### src/rtl/csr_exc_pkg.sv
package csr_exc_pkg;

  localparam int XLEN = 32;

  localparam logic [5:0] OPC_RDREG = 6'd36;
  localparam logic [5:0] OPC_WRREG = 6'd52;
  localparam logic [5:0] OPC_TRAP  = 6'd43;

  localparam logic [4:0] TRAP_BRK = 5'd2;
  localparam logic [4:0] TRAP_SYS = 5'd7;

  localparam logic [4:0] REG_ENABLE  = 5'd0;
  localparam logic [4:0] REG_MASK    = 5'd1;
  localparam logic [4:0] REG_PEND    = 5'd2;
  localparam logic [4:0] REG_CYCLES  = 5'd5;
  localparam logic [4:0] REG_CONFIG  = 5'd6;
  localparam logic [4:0] REG_HBASE   = 5'd7;
  localparam logic [4:0] REG_DBGCTL  = 5'd8;
  localparam logic [4:0] REG_DHBASE  = 5'd9;
  localparam logic [4:0] REG_CHANTX  = 5'd14;
  localparam logic [4:0] REG_CHANRX  = 5'd15;
  localparam logic [4:0] REG_BRK0    = 5'd16;
  localparam logic [4:0] REG_WCH0    = 5'd24;

  localparam logic [2:0] CAUSE_BRK = 3'd1;
  localparam logic [2:0] CAUSE_ILL = 3'd2;
  localparam logic [2:0] CAUSE_DIV = 3'd5;
  localparam logic [2:0] CAUSE_SYS = 3'd7;

  typedef struct packed {
    logic       rdEn;
    logic [4:0] rdSel;
    logic [4:0] rdDest;
    logic       wrEn;
    logic [4:0] wrSel;
    logic       excEn;
    logic [2:0] excCause;
    logic       excDebug;
    logic       retExc;
    logic       retBrk;
  } ctrlStrobe_t;

endpackage

### src/rtl/csr_exc_ctrl.sv
module csr_exc_ctrl
  import csr_exc_pkg::*;
#(
  parameter int NUM_BP = 2,
  parameter int NUM_WP = 1
) (
  input  logic             instValid,
  input  logic [XLEN-1:0]  instWord,
  input  logic             excIllegal,
  input  logic             excDivZero,
  input  logic             retExc,
  input  logic             retBrk,
  output ctrlStrobe_t      strb
);

  logic [5:0] opc;
  logic [4:0] regNum;
  logic [4:0] trapCode;
  logic [4:0] destIdx;
  logic       unusedFields;

  assign opc      = instWord[31:26];
  assign regNum   = instWord[25:21];
  assign destIdx  = instWord[15:11];
  assign trapCode = instWord[4:0];
  assign unusedFields = ^{instWord[20:16], instWord[10:5]};

  logic isRd, isWr, isTrap;
  logic brkSlot, wchSlot, slotBad;
  logic [31:0] slotIdx;

  assign isRd    = instValid && (opc == OPC_RDREG);
  assign isWr    = instValid && (opc == OPC_WRREG);
  assign isTrap  = instValid && (opc == OPC_TRAP);
  assign brkSlot = (regNum[4:2] == REG_BRK0[4:2]);
  assign wchSlot = (regNum[4:2] == REG_WCH0[4:2]);
  assign slotIdx = 32'(regNum[1:0]);
  assign slotBad = isWr && ((brkSlot && (slotIdx >= 32'(NUM_BP))) ||
                            (wchSlot && (slotIdx >= 32'(NUM_WP))));

  logic       faultEn;
  logic [2:0] faultCause;

  always_comb begin
    faultEn    = 1'b1;
    faultCause = CAUSE_ILL;
    if (instValid && excIllegal) begin
      faultCause = CAUSE_ILL;
    end else if (instValid && excDivZero) begin
      faultCause = CAUSE_DIV;
    end else if (slotBad) begin
      faultCause = CAUSE_ILL;
    end else if (isTrap) begin
      case (trapCode)
        TRAP_BRK: faultCause = CAUSE_BRK;
        TRAP_SYS: faultCause = CAUSE_SYS;
        default:  faultCause = CAUSE_ILL;
      endcase
    end else begin
      faultEn = 1'b0;
    end
  end

  always_comb begin
    strb          = '0;
    strb.rdEn     = isRd && !faultEn;
    strb.rdSel    = regNum;
    strb.rdDest   = destIdx;
    strb.wrEn     = isWr && !faultEn;
    strb.wrSel    = regNum;
    strb.excEn    = faultEn;
    strb.excCause = faultCause;
    strb.excDebug = faultEn && (faultCause == CAUSE_BRK);
    strb.retExc   = retExc;
    strb.retBrk   = retBrk;
  end

endmodule

### src/rtl/csr_exc_dp.sv
module csr_exc_dp
  import csr_exc_pkg::*;
#(
  parameter int          NUM_BP    = 2,
  parameter int          NUM_WP    = 1,
  parameter logic [31:0] CFG_VALUE = 32'h0
) (
  input  logic                   clk,
  input  logic                   rstN,
  input  ctrlStrobe_t            strb,
  input  logic [XLEN-1:0]        instPc,
  input  logic [XLEN-1:0]        srcData,
  output logic                   rdValid,
  output logic [4:0]             rdDest,
  output logic [XLEN-1:0]        rdData,
  output logic                   excTaken,
  output logic [2:0]             excCause,
  output logic [XLEN-1:0]        excPc,
  output logic [XLEN-1:0]        excTarget,
  output logic [4:0]             raIdx,
  output logic                   intEnable,
  output logic [NUM_BP*XLEN-1:0] brkAddrs,
  output logic [NUM_WP*XLEN-1:0] wchAddrs
);

  localparam int BASE_LOW = 8;
  localparam int BASE_HI  = XLEN - BASE_LOW;

  logic              ieLive, ieExc, ieBrk;
  logic [XLEN-1:0]   maskReg, pendReg, cycReg, dbgCtlReg, txReg, rxReg;
  logic [BASE_HI-1:0] hBaseHi, dhBaseHi;

  logic [XLEN-1:0] hBase, dhBase;
  assign hBase  = {hBaseHi, {BASE_LOW{1'b0}}};
  assign dhBase = {dhBaseHi, {BASE_LOW{1'b0}}};

  always_ff @(posedge clk or negedge rstN) begin
    if (!rstN) begin
      cycReg <= '0;
    end else begin
      cycReg <= cycReg + 1'b1;
    end
  end

  always_ff @(posedge clk or negedge rstN) begin
    if (!rstN) begin
      ieLive <= 1'b0;
      ieExc  <= 1'b0;
      ieBrk  <= 1'b0;
    end else if (strb.excEn) begin
      if (strb.excDebug) ieBrk <= ieLive;
      else               ieExc <= ieLive;
      ieLive <= 1'b0;
    end else if (strb.wrEn && strb.wrSel == REG_ENABLE) begin
      {ieBrk, ieExc, ieLive} <= srcData[2:0];
    end else if (strb.retExc) begin
      ieLive <= ieExc;
    end else if (strb.retBrk) begin
      ieLive <= ieBrk;
    end
  end

  always_ff @(posedge clk or negedge rstN) begin
    if (!rstN) begin
      maskReg   <= '0;
      pendReg   <= '0;
      dbgCtlReg <= '0;
      txReg     <= '0;
      rxReg     <= '0;
      hBaseHi   <= '0;
      dhBaseHi  <= '0;
    end else if (strb.wrEn) begin
      case (strb.wrSel)
        REG_MASK:   maskReg   <= srcData;
        REG_PEND:   pendReg   <= srcData;
        REG_DBGCTL: dbgCtlReg <= srcData;
        REG_CHANTX: txReg     <= srcData;
        REG_CHANRX: rxReg     <= srcData;
        REG_HBASE:  hBaseHi   <= srcData[XLEN-1:BASE_LOW];
        REG_DHBASE: dhBaseHi  <= srcData[XLEN-1:BASE_LOW];
        default: ;
      endcase
    end
  end

  always_ff @(posedge clk or negedge rstN) begin
    if (!rstN) begin
      brkAddrs <= '0;
      wchAddrs <= '0;
    end else if (strb.wrEn) begin
      for (int i = 0; i < NUM_BP; i++) begin
        if (strb.wrSel == REG_BRK0 + 5'(i)) brkAddrs[i*XLEN +: XLEN] <= srcData;
      end
      for (int j = 0; j < NUM_WP; j++) begin
        if (strb.wrSel == REG_WCH0 + 5'(j)) wchAddrs[j*XLEN +: XLEN] <= srcData;
      end
    end
  end

  logic [XLEN-1:0] rdMux;
  always_comb begin
    case (strb.rdSel)
      REG_ENABLE: rdMux = {29'd0, ieBrk, ieExc, ieLive};
      REG_MASK:   rdMux = maskReg;
      REG_PEND:   rdMux = pendReg;
      REG_CYCLES: rdMux = cycReg;
      REG_CONFIG: rdMux = CFG_VALUE;
      REG_HBASE:  rdMux = hBase;
      REG_DBGCTL: rdMux = dbgCtlReg;
      REG_DHBASE: rdMux = dhBase;
      REG_CHANTX: rdMux = txReg;
      REG_CHANRX: rdMux = rxReg;
      default:    rdMux = '0;
    endcase
  end

  logic [XLEN-1:0] trapBase;
  assign trapBase = strb.excDebug ? dhBase : hBase;

  always_ff @(posedge clk or negedge rstN) begin
    if (!rstN) begin
      rdValid   <= 1'b0;
      rdDest    <= '0;
      rdData    <= '0;
      excTaken  <= 1'b0;
      excCause  <= '0;
      excPc     <= '0;
      excTarget <= '0;
      raIdx     <= '0;
    end else begin
      rdValid  <= strb.rdEn;
      excTaken <= strb.excEn;
      if (strb.rdEn) begin
        rdDest <= strb.rdDest;
        rdData <= rdMux;
      end
      if (strb.excEn) begin
        excCause  <= strb.excCause;
        excPc     <= instPc;
        excTarget <= trapBase + {{(XLEN-8){1'b0}}, strb.excCause, 5'd0};
        raIdx     <= strb.excDebug ? 5'd31 : 5'd30;
      end
    end
  end

  assign intEnable = ieLive;

endmodule

### src/rtl/csr_exc_unit.sv
module csr_exc_unit
  import csr_exc_pkg::*;
#(
  parameter int NUM_BP     = 2,
  parameter int NUM_WP     = 1,
  parameter bit FEAT_MUL   = 1'b1,
  parameter bit FEAT_DIV   = 1'b1,
  parameter bit FEAT_SHIFT = 1'b1,
  parameter bit FEAT_SEXT  = 1'b0
) (
  input  logic                   clk,
  input  logic                   rstN,
  input  logic                   instValid,
  input  logic [31:0]            instWord,
  input  logic [31:0]            instPc,
  input  logic [31:0]            srcData,
  input  logic                   excIllegal,
  input  logic                   excDivZero,
  input  logic                   retExc,
  input  logic                   retBrk,
  output logic                   rdValid,
  output logic [4:0]             rdDest,
  output logic [31:0]            rdData,
  output logic                   excTaken,
  output logic [2:0]             excCause,
  output logic [31:0]            excPc,
  output logic [31:0]            excTarget,
  output logic [4:0]             raIdx,
  output logic                   intEnable,
  output logic [NUM_BP*32-1:0]   brkAddrs,
  output logic [NUM_WP*32-1:0]   wchAddrs
);

  localparam logic [31:0] CFG_VALUE = {20'd0, 4'(NUM_WP), 4'(NUM_BP),
                                       FEAT_SEXT, FEAT_SHIFT, FEAT_DIV, FEAT_MUL};

  ctrlStrobe_t strb;

  csr_exc_ctrl #(.NUM_BP(NUM_BP), .NUM_WP(NUM_WP)) ctrl_i (
    .instValid (instValid),
    .instWord  (instWord),
    .excIllegal(excIllegal),
    .excDivZero(excDivZero),
    .retExc    (retExc),
    .retBrk    (retBrk),
    .strb      (strb)
  );

  csr_exc_dp #(.NUM_BP(NUM_BP), .NUM_WP(NUM_WP), .CFG_VALUE(CFG_VALUE)) dp_i (
    .clk      (clk),
    .rstN     (rstN),
    .strb     (strb),
    .instPc   (instPc),
    .srcData  (srcData),
    .rdValid  (rdValid),
    .rdDest   (rdDest),
    .rdData   (rdData),
    .excTaken (excTaken),
    .excCause (excCause),
    .excPc    (excPc),
    .excTarget(excTarget),
    .raIdx    (raIdx),
    .intEnable(intEnable),
    .brkAddrs (brkAddrs),
    .wchAddrs (wchAddrs)
  );

endmodule

### config.mk
export PLATFORM = sky130hd
export DESIGN_NAME = csr_exc_unit
export DESIGN_NICKNAME = d
export VERILOG_FILES = /design/src/rtl/csr_exc_pkg.sv /design/src/rtl/csr_exc_ctrl.sv /design/src/rtl/csr_exc_dp.sv /design/src/rtl/csr_exc_unit.sv
export SDC_FILE = /design/constraint.sdc
export NUM_CORES = 1
export LEC_CHECK = 0
export BUFFER_PORTS_ARGS = -buffer_cell sky130_fd_sc_hd__buf_2
export CAP_MARGIN = 15
export CORE_AREA = 2 2 218 220
export DETAILED_ROUTE_END_ITERATION = 10
export DIE_AREA = 0 0 220 222
export MAX_ROUTING_LAYER = met4
export PLACE_DENSITY = 0.61
export SYNTH_ARGS = -nofsm -noshare
export SYNTH_HDL_FRONTEND = slang
export SYNTH_SLANG_ARGS = --single-unit
### constraint.sdc
create_clock -name clk -period 2.8 [get_ports clk]
set_clock_uncertainty 0.15 [all_clocks]
set_input_delay 0.56 -clock clk [delete_from_list [all_inputs] [get_ports clk]]
set_output_delay 0.56 -clock clk [all_outputs]
set_load 0.01 [all_outputs]
Yosys cells after proc, flatten, opt, wreduce, memory -nomap -nowiden
Cells that the tools add are included.
Storage, ports and cells
  input port bits: 103
  output and inout bits: 208
  word-level logic and storage cells: 99
  bits in registers: 450
Cells by class
  equal/unequal tests: 22
  $lt $le $gt $ge: 2
  multiplexer cells: 22
  reduce and logical (&&, ||, !) cells: 29
  $add $sub $neg: 2
Operators by type and width (count)
  $pmux W32 S10: 1
  $add A32 B1 Y32 const B: 1
  $add A32 B8 Y32: 1
  $mux W32: 1
  $reduce_and A2 Y1: 12
  $eq A5 B3 Y1 const B: 4
  $eq A5 B4 Y1 const B: 4
  $eq A6 B6 Y1 const B: 3
  $eq A5 B5 Y1 const B: 3
  $mux W1: 15
  $logic_and A1 B1 Y1: 12
  $mux W3: 4
  $eq A5 B2 Y1 const B: 2
  $eq A3 B3 Y1 const B: 2
  $pmux W3 S2: 1
  $eq A5 B1 Y1 const B: 1
  $logic_not A5 Y1: 1
  $reduce_bool A4 Y1: 1
  $eq A3 B1 Y1 const B: 1
  $ge A2 B1 Y1 const B: 1
  $ge A2 B2 Y1 const B: 1
  $ne A2 B1 Y1 const B: 1
  $ne A2 B2 Y1 const B: 1
  $reduce_bool A2 Y1: 1
  2 further kinds: 2

Logic depth before layout (Yosys ltp)
Gate-level depths: netlist of the first run.
  depth in word-level cells: 12
  depth in mapped cells: 8
  gate-level depth less buffers: 6

By module
A second synthesis of the first run with hierarchy kept.
Unflattened totals
  cell total of the unflattened synthesis: 1446
  area, all modules: 19039.5 sq um
Modules (own cells, without submodules)
  csr_exc_dp: instances 1, cells each 1399, area each 18690.4 sq um, seq. area each 10985.5 sq um
  csr_exc_ctrl: instances 1, cells each 47, area each 349.1 sq um, seq. area each 0.0 sq um

Worst setup path after synthesis of the first run
No wires, ideal clock.
  path type: input port to flip-flop
  from: input port instWord[22]
  to: register dp_i.ieBrk
  buffers on the path: 2
  stages on the path: 7
  slack: 0.478 ns
  setup time: 0.125 ns
  data required time: 2.525 ns
  data arrival time: 2.047 ns
  path through: buf_2 a21oi_1 and4bb_1 nor3_2 buf_4 mux2_1 mux2_2
Between the ends
  cells in the longest elaborated chain, start to end: 12
  elaborated cells on any way between the ends: 22
  classes of those cells: order compare: 2; eq/ne: 2; mux: 7; reduce/logical: 11
Ends and longest elaborated chain
  start: declaration: line csr_exc_unit.sv:14  | input logic [31:0] instWord,
  branches (longest 12 deep; another with $ge A2 B2 Y1)
  end signal: assignment: line csr_exc_dp.sv:51  | if (strb.excDebug) ieBrk <= ieLive;
  end signal: assignment: line csr_exc_dp.sv:55  | {ieBrk, ieExc, ieLive} <= srcData[2:0];
  end: declaration: line csr_exc_dp.sv:29  | logic ieLive, ieExc, ieBrk;
Several ways; the timed one is not identified.
A chain may end at the register's enable or synchronous reset.

Final worst setup path of the first run
  from: register dp_i.cycReg[0]
  to: register dp_i.cycReg[26]
Between the ends
  cells in the longest elaborated chain, start to end: 1
Ends and longest elaborated chain
  start: declaration: line csr_exc_dp.sv:30  | logic [XLEN-1:0] maskReg, pendReg, cycReg, dbgCtlReg, txReg, rxReg;
  start signal: assignment: line csr_exc_dp.sv:41  | cycReg <= cycReg + 1'b1;
  $add A32 B1 Y32: line csr_exc_dp.sv:41
Every way passes these cells.

==> impl_metrics.ini, run 1 <==
[status]
status = completed

[clock_network]
postCtsSetupBuffers = 0
cts_max_path_buffers = 3
clk_latency_ps = 590
ctsResizeCount = 0
cts_tree = done
htreeDepth = 2
numCtsBuffers = 49
clk_pin_slew_ps = 60
clockRootBuffer = clkbuf_16
cts_num_sinks = 439

[place]
io_buffer_count = 294
gp_congestion = 0.803
placed_cells = 2244
hpwl_um = 35400
dpl_cell_area_um2 = 21400

[worst_setup_path]
crit_end = dp_i.cycReg[26]$_DFF_PN0_
ff2ff_setup_slack_ps = 590
endpoint_kind = flop
crit_required_ps = 3160
start_kind = flop
r2r_start = dp_i.cycReg[0]$_DFF_PN0_
cp_max_fo = 6
r2r_cells = 7
setup.worst_path.start = dp_i.cycReg[0]$_DFF_PN0_
crit_type = reg2reg
crit_arrival_ps = 2570
r2r-end = dp_i.cycReg[26]$_DFF_PN0_

[detailed_routing]
drt_iter0_markers = 715
wire_per_inst_um = 22.4
firstDrtPassIters = 5
antenna_left = 0
vias = 12600
vias_per_cell = 5.39
drc = 0
routed_wl_um = 52500

[synthesis]
synth_cell_types = 52
synth.mux.area_fraction_pct = 20.3
synth-edff-count = 0
ys.flop_type = dfrtp_1
synthArstFlopShare_pct = 100
synth_area_per_cell_um2 = 13.7
netlist.area_leader.share_pct = 58.3
synth_common_cells = dfrtp_1 (439), mux2_1 (323), and3_1 (74)
synth_top_family_by_area = multiplexers
yosys_warnings = 0
synth-compound-area-share_pct = 8.40
yosysTopAreaCell = dfrtp_1
synth_top_cells_by_area = dfrtp_1 (58%), mux2_1 (19%), a22oi_1 (2.7%)
synthAdderAreaFrac_pct = 0.0664
syn-cell-area_um2 = 18900
synth-seq-cells = 439
synth-xor-area-share_pct = 1.39
synth.most_common_cell = dfrtp_1
ys_seq_area_share_pct = 58.3
synthCells = 1378
yosys.area_share.simple_pct = 7.57

[global_routing]
grt_pass1_vias = 13000
antenna_found_initial = 2
grt_max_degree = 61
grt_pass1_wl_um = 80000
grt_overflow_total = 0
grt_use_total_pct = 22.3

[finish]
fill_cells = 4070
drive_above_1_share_pct = 28.9
syn_to_final_growth_pct = 22.3
finalNonFillerCells = 2339
postLayoutCoreUtil_pct = 49.9
nNetsFinal = 1794
design_area_um2 = 23100

[pwr]
vdd_drop_max_v = 0.000441
power.switching_w = 0.00310
pwr-share-comb_pct = 5.2
p_sw_share_pct = 22.8
p_seq_share_pct = 47.7
p_per_area_nw_per_um2 = 588
power_frac_clock_pct = 47.1
intPower_w = 0.0105
p_leak_nw = 12.7

[floorplan]
num_rows = 79
dieHeight_um = 222
core_area_um2 = 46300
die_area_um2 = 48800
ios = 311
die_w_um = 220
initial_core_util_pct = 40.8

[timing]
max_clock_freq_ghz = 0.454
min_period_ps = 2210
slew_headroom_pct = 54.5
finalMaxSlewViolations = 0
tightest_slew_ps = 666
period_share_pct = 78.8
setup_viol = 0
hold_violations = 0
rsz0062_at_grt = false
finalSetupTns_ps = 0

[job]
drv_cap = 0

[hold_path]
worstHoldStart = instWord[11]
hold_path.class = in2reg
## layout by cell type (no fill, tap or decap), types with 3 or more instances in the layout
master	synthesis	routed
nand2_1	41	41
inv_1	7	7
nand3_1	41	40
clkbuf_1	29	10
mux2_1	323	323
clkbuf_8	0	14
a21o_1	25	25
clkinv_2	0	14
and2_1	14	9
xnor2_1	21	21
and3b_1	3	3
o21ai_0	9	9
a21oi_1	3	3
and4_1	5	5
nand2b_1	3	3
conb_1	1	5
xor2_1	9	9
buf_2	29	293
a2111oi_0	23	23
a211o_1	4	4
clkbuf_16	0	51
a22oi_1	69	69
buf_12	0	27
a22o_1	58	58
nand4_1	9	9
buf_4	24	58
nor2_1	15	13
and2_2	0	5
mux2i_1	3	3
mux2_2	14	14
nor2b_1	7	6
nor3_1	5	4
nor3b_1	3	3
dfrtp_1	439	439
and3_1	74	74
## power groups by stage
stage / clock network [W] / registers, W / logic, W
2_1_floorplan: 0 / 0.00663 / 0.000229
3_3_place_gp: 0 / 0.00658 / 0.000707
3_5_place_dp: 0 / 0.00659 / 0.000720
4_1_cts: 0.00657 / 0.00647 / 0.000724
5_1_grt: 0.00685 / 0.00648 / 0.000788
6_report: 0.00638 / 0.00647 / 0.000710
## worst min path at each step
| stage | end | slack, ps | cells past startpoint |
|---|---|---|---|
| after floorplan | dp_i.brkAddrs[0]$_DFFE_PN0P_ | 110 | 0 |
| after global routing | dp_i.rdDest[4]$_DFFE_PN0P_ | 20 | 3 |
| after detailed placement | dp_i.rdDest[2]$_DFFE_PN0P_ | 310 | 2 |
| after CTS | dp_i.rdDest[0]$_DFFE_PN0P_ | 0.07 | 3 |
| final | dp_i.rdDest[0]$_DFFE_PN0P_ | 20 | 3 |
| after global placement | dp_i.rxReg[27]$_DFFE_PN0P_ | 310 | 1 |
## sequential cells by signal, summed over array words and instances, names as in the netlist, 2 cells and up
signal / count
dp_i.brkAddrs: 64
dp_i.excTarget: 25
dp_i.rdDest: 5
dp_i.dbgCtlReg: 32
dp_i.dhBaseHi: 24
dp_i.pendReg: 32
dp_i.wchAddrs: 32
dp_i.excCause: 2
dp_i.excPc: 32
dp_i.cycReg: 32
dp_i.rdData: 32
dp_i.hBaseHi: 24
dp_i.txReg: 32
dp_i.raIdx: 2
dp_i.maskReg: 32
dp_i.rxReg: 32
## logic make-up after synthesis
logic type,after synthesis
flops,439
mux,340
simple gates,237
compound gates,199
buf+inv,131
xor+xnor,30
fa+ha+maj,1
other cells,1
## metrics by stage
| stage | power (W) | hold WS [ps] | setup WS (ps) |
|---|---|---|---|
| floorplan | 0.00686 | 114 | 478 |
| global placement | 0.00729 | 308 | 102 |
| detailed placement | 0.00731 | 312 | 40.7 |
| CTS | 0.0138 | 0.0710 | 596 |
| global route | 0.0141 | 15.7 | 415 |
| finish | 0.0136 | 23.9 | 595 |
## worst max-delay path, cell delays in order (launching register included)
cell and delay [ps]:
dfrtp_1 410, ha_1 320, inv_1 80, nor4_2 260, buf_4 190, and3_1 290, nor3b_1 260, xor2_1 170
## what timing repair did
item | in CTS | in global routing
endpoints found under the hold margin | 45 | 0
hold buffers | 2 | 0
setup endpoints to repair | 0 | 0
## per-layer routing
layer  up-vias  wire (um)  global-route usage [%]
li1       5678          -                       -
met1      6490      23300                    29.5
met2       363      25100                    35.4
met3        71       3070                    4.02
met4         0        992                    5.80
met5         -          0                       -
## area by class of cell
class | instances | area, um^2 | area share (%)
clock inverter | 17 | 116 | 0.505
clock buffer | 75 | 1510 | 6.53
multi-input combinational | 812 | 7190 | 31.2
timing repair buffer | 381 | 2480 | 10.7
tap | 607 | 759 | 3.29
antenna | 1 | 2.50 | 0.0109
sequential | 439 | 11000 | 47.6
inverter | 7 | 26.3 | 0.114
Power figures use the tool's default switching activity.
==> run 2, diff against run 1 <==
--- a/config.mk
+++ b/config.mk
@@ -5,13 +5,14 @@
 export SDC_FILE = /design/constraint.sdc
 export NUM_CORES = 1
 export LEC_CHECK = 0
+export ABC_AREA = 1
 export BUFFER_PORTS_ARGS = -buffer_cell sky130_fd_sc_hd__buf_2
 export CAP_MARGIN = 15
-export CORE_AREA = 2 2 218 220
+export CORE_AREA = 2 2 224 226
 export DETAILED_ROUTE_END_ITERATION = 10
-export DIE_AREA = 0 0 220 222
+export DIE_AREA = 0 0 226 228
 export MAX_ROUTING_LAYER = met4
-export PLACE_DENSITY = 0.61
+export PLACE_DENSITY = 0.63
 export SYNTH_ARGS = -nofsm -noshare
 export SYNTH_HDL_FRONTEND = slang
 export SYNTH_SLANG_ARGS = --single-unit
==> constraint.sdc (replaced) <==
create_clock -name clk -period 1.85 [get_ports clk]
set_clock_uncertainty 0.15 [all_clocks]
set_input_delay 0.37 -clock clk [delete_from_list [all_inputs] [get_ports clk]]
set_output_delay 0.37 -clock clk [all_outputs]
set_load 0.01 [all_outputs]
==> impl_metrics.ini, run 2 <==
[status]
status = completed

[synthesis]
synthCells = 2548
synth_top_cells_by_area = dfrtp_1 (55%), nand2_1 (24%), nand3_1 (9.5%)
syn-cell-area_um2 = 19900
synth_area_per_cell_um2 = 7.82
yosysTopAreaCell = dfrtp_1
ys.flop_type = dfrtp_1
synth-seq-cells = 439
netlist.area_leader.share_pct = 55.2
synth.most_common_cell = nand2_1
ys_seq_area_share_pct = 55.2
synth_cell_types = 31
synth-edff-count = 0
synthArstFlopShare_pct = 100
yosys_warnings = 0
synth_common_cells = nand2_1 (1,270), dfrtp_1 (439), nand3_1 (379)

[place]
io_buffer_count = 294
gp_congestion = 0.924
hpwl_um = 43700
dpl_cell_area_um2 = 23300
post-place-ws_ps = -304

[pwr]
vdd_drop_max_v = 0.000572
p_per_area_nw_per_um2 = 818
power_w = 0.0208
p_leak_nw = 14.6

[detailed_routing]
drt_iter0_markers = 1536
antenna_left = 0
vias_per_cell = 5.03
firstDrtPassIters = 6
routed_wl_um = 63000
drc = 0
vias = 18400
wire_per_inst_um = 17.2

[worst_setup_path]
cp_max_fo = 4
path_delay_family = flip-flops
crit_required_ps = 1330
crit_cells = 1
cpPeakStageDelay_ps = 480
crit_arrival_ps = 1250
r2r_cells = 7
crit_type = reg2out
endpoint_kind = output pin
start_kind = flop
slowest_stage = dfrtp_1
crit_chain = buf_2
crit_buf_inv = 1

[clock_network]
cts_tree = done
cts_num_sinks = 439
numCtsBuffers = 48
postCtsSetupBuffers = 0
htreeDepth = 2
clk_pin_slew_ps = 60
clockRootBuffer = clkbuf_16
cts_max_path_buffers = 3
clk_latency_ps = 590

[finish]
fill_cells = 4693
ff_latch_area_um2 = 11000
final_cell_mix = nand2_1 (1,270), dfrtp_1 (438), nand3_1 (378), buf_2 (293), buf_4 (128)
largest_register_ffs = 64
syn_to_final_growth_pct = 28.0
final_common_cell = nand2_1
nNetsFinal = 3051
multi_input_area_um2 = 7900
diodes = 0
top_register = dp_i.brkAddrs
design_area_um2 = 25500
drive_above_1_share_pct = 19.3

[floorplan]
num_rows = 82
ios = 311
dieHeight_um = 228
core_area_um2 = 49300
die_w_um = 226
initial_core_util_pct = 40.4
die_area_um2 = 51500

[global_routing]
grt_max_degree = 65
grt_pass1_vias = 17900
grt_overflow_total = 0
antenna_found_initial = 0
grt_use_total_pct = 25.2
grt_pass1_wl_um = 99500

[job]
drv_cap = 0

[timing]
period_share_pct = 95.5
hold_violations = 0
max_clock_freq_ghz = 0.566
hold_ws_ps = 37.2
rsz0062_at_grt = false
min_period_ps = 1770
finalSetupTns_ps = 0
finalMaxSlewViolations = 0
setup_ws_ps = 83.0
setup_viol = 0

[hold_path]
hold_depth = 3
hold_path.class = in2reg
run 2: kinds of logic (layout without fill, tap and decap cells):
| logic type | Yosys count | count (layout) | share of synthesized area (%) |
|---|---|---|---|
| xor gates and xnor gates | 30 | 30 | 1.32 |
| and+or+nand+nor | 1799 | 1799 | 36.9 |
| muxes | 1 | 1 | 0.0565 |
| other | 1 | 5 | 0.0188 |
| AOI/OAI and AO/OA | 36 | 36 | 0.930 |
| DFF | 439 | 439 | 55.2 |
| buffers and inverters | 241 | 674 | 5.59 |
| adders and majority gates | 1 | 1 | 0.0628 |
run 2: final timing paths:
kind / startpoint / end / slack, ps
max: dp_i.intEnable$_DFFE_PN0P_ / intEnable / 80
min: srcData[28] / dp_i.dbgCtlReg[28]$_DFFE_PN0P_ / 40
max reg2reg: dp_i.cycReg[3]$_DFF_PN0_ / dp_i.cycReg[21]$_DFF_PN0_ / 90
min reg2reg: dp_i.excPc[20]$_DFFE_PN0P_ / dp_i.excPc[20]$_DFFE_PN0P_ / 320
max in group asynchronous: rstN / dp_i.excPc[10]$_DFFE_PN0P_ / 750
min in group asynchronous: rstN / dp_i.brkAddrs[9]$_DFFE_PN0P_ / 120
run 2: what timing repair did:
item                                    CTS  global route
gates resized for setup                   1             7
hold endpoints to repair                567             0
pin swaps                                 0             1
hold buffers                             56             0
endpoints found under the setup margin    1             6
run 2: metal layers:
layer | part of all wire, % | wire, um | GRT usage [%]
met1 | 46 | 28900 | 35.7
met2 | 43 | 27300 | 36.8
met4 | 2.6 | 1620 | 7.33
met5 | 0 | 0 | -
met3 | 8.2 | 5190 | 4.96
run 2: power breakdown:
group,switching [W],internal (W)
clock network,0.00399,0.00567
registers,0.0000951,0.00976
logic,0.000849,0.000484
total,0.00493,0.0159
run 2: cell type report:
cell class                 instances  share of cell area (%)
tap                              672                    3.30
sequential                       439                    43.1
multi-input combinational       1872                    31.0
timing repair buffer             525                    15.5
clock buffer                      76                    5.71
inverter                          61                   0.898
clock inverter                    12                   0.506
run 2: worst register-to-register path, delay by kind of cell (launching register included):
kind,cells,cell delay (ps)
buf+inv,1,80
simple gates,5,920
xor+xnor,1,150
flops,1,400
run 2: metrics by stage:
step                utilization [%]  std cells
floorplan                         -       2552
CTS                            51.6       3657
detailed placement             47.2       3513
finish                         51.6       3657
global placement               47.2       3513
global route                   51.6       3657
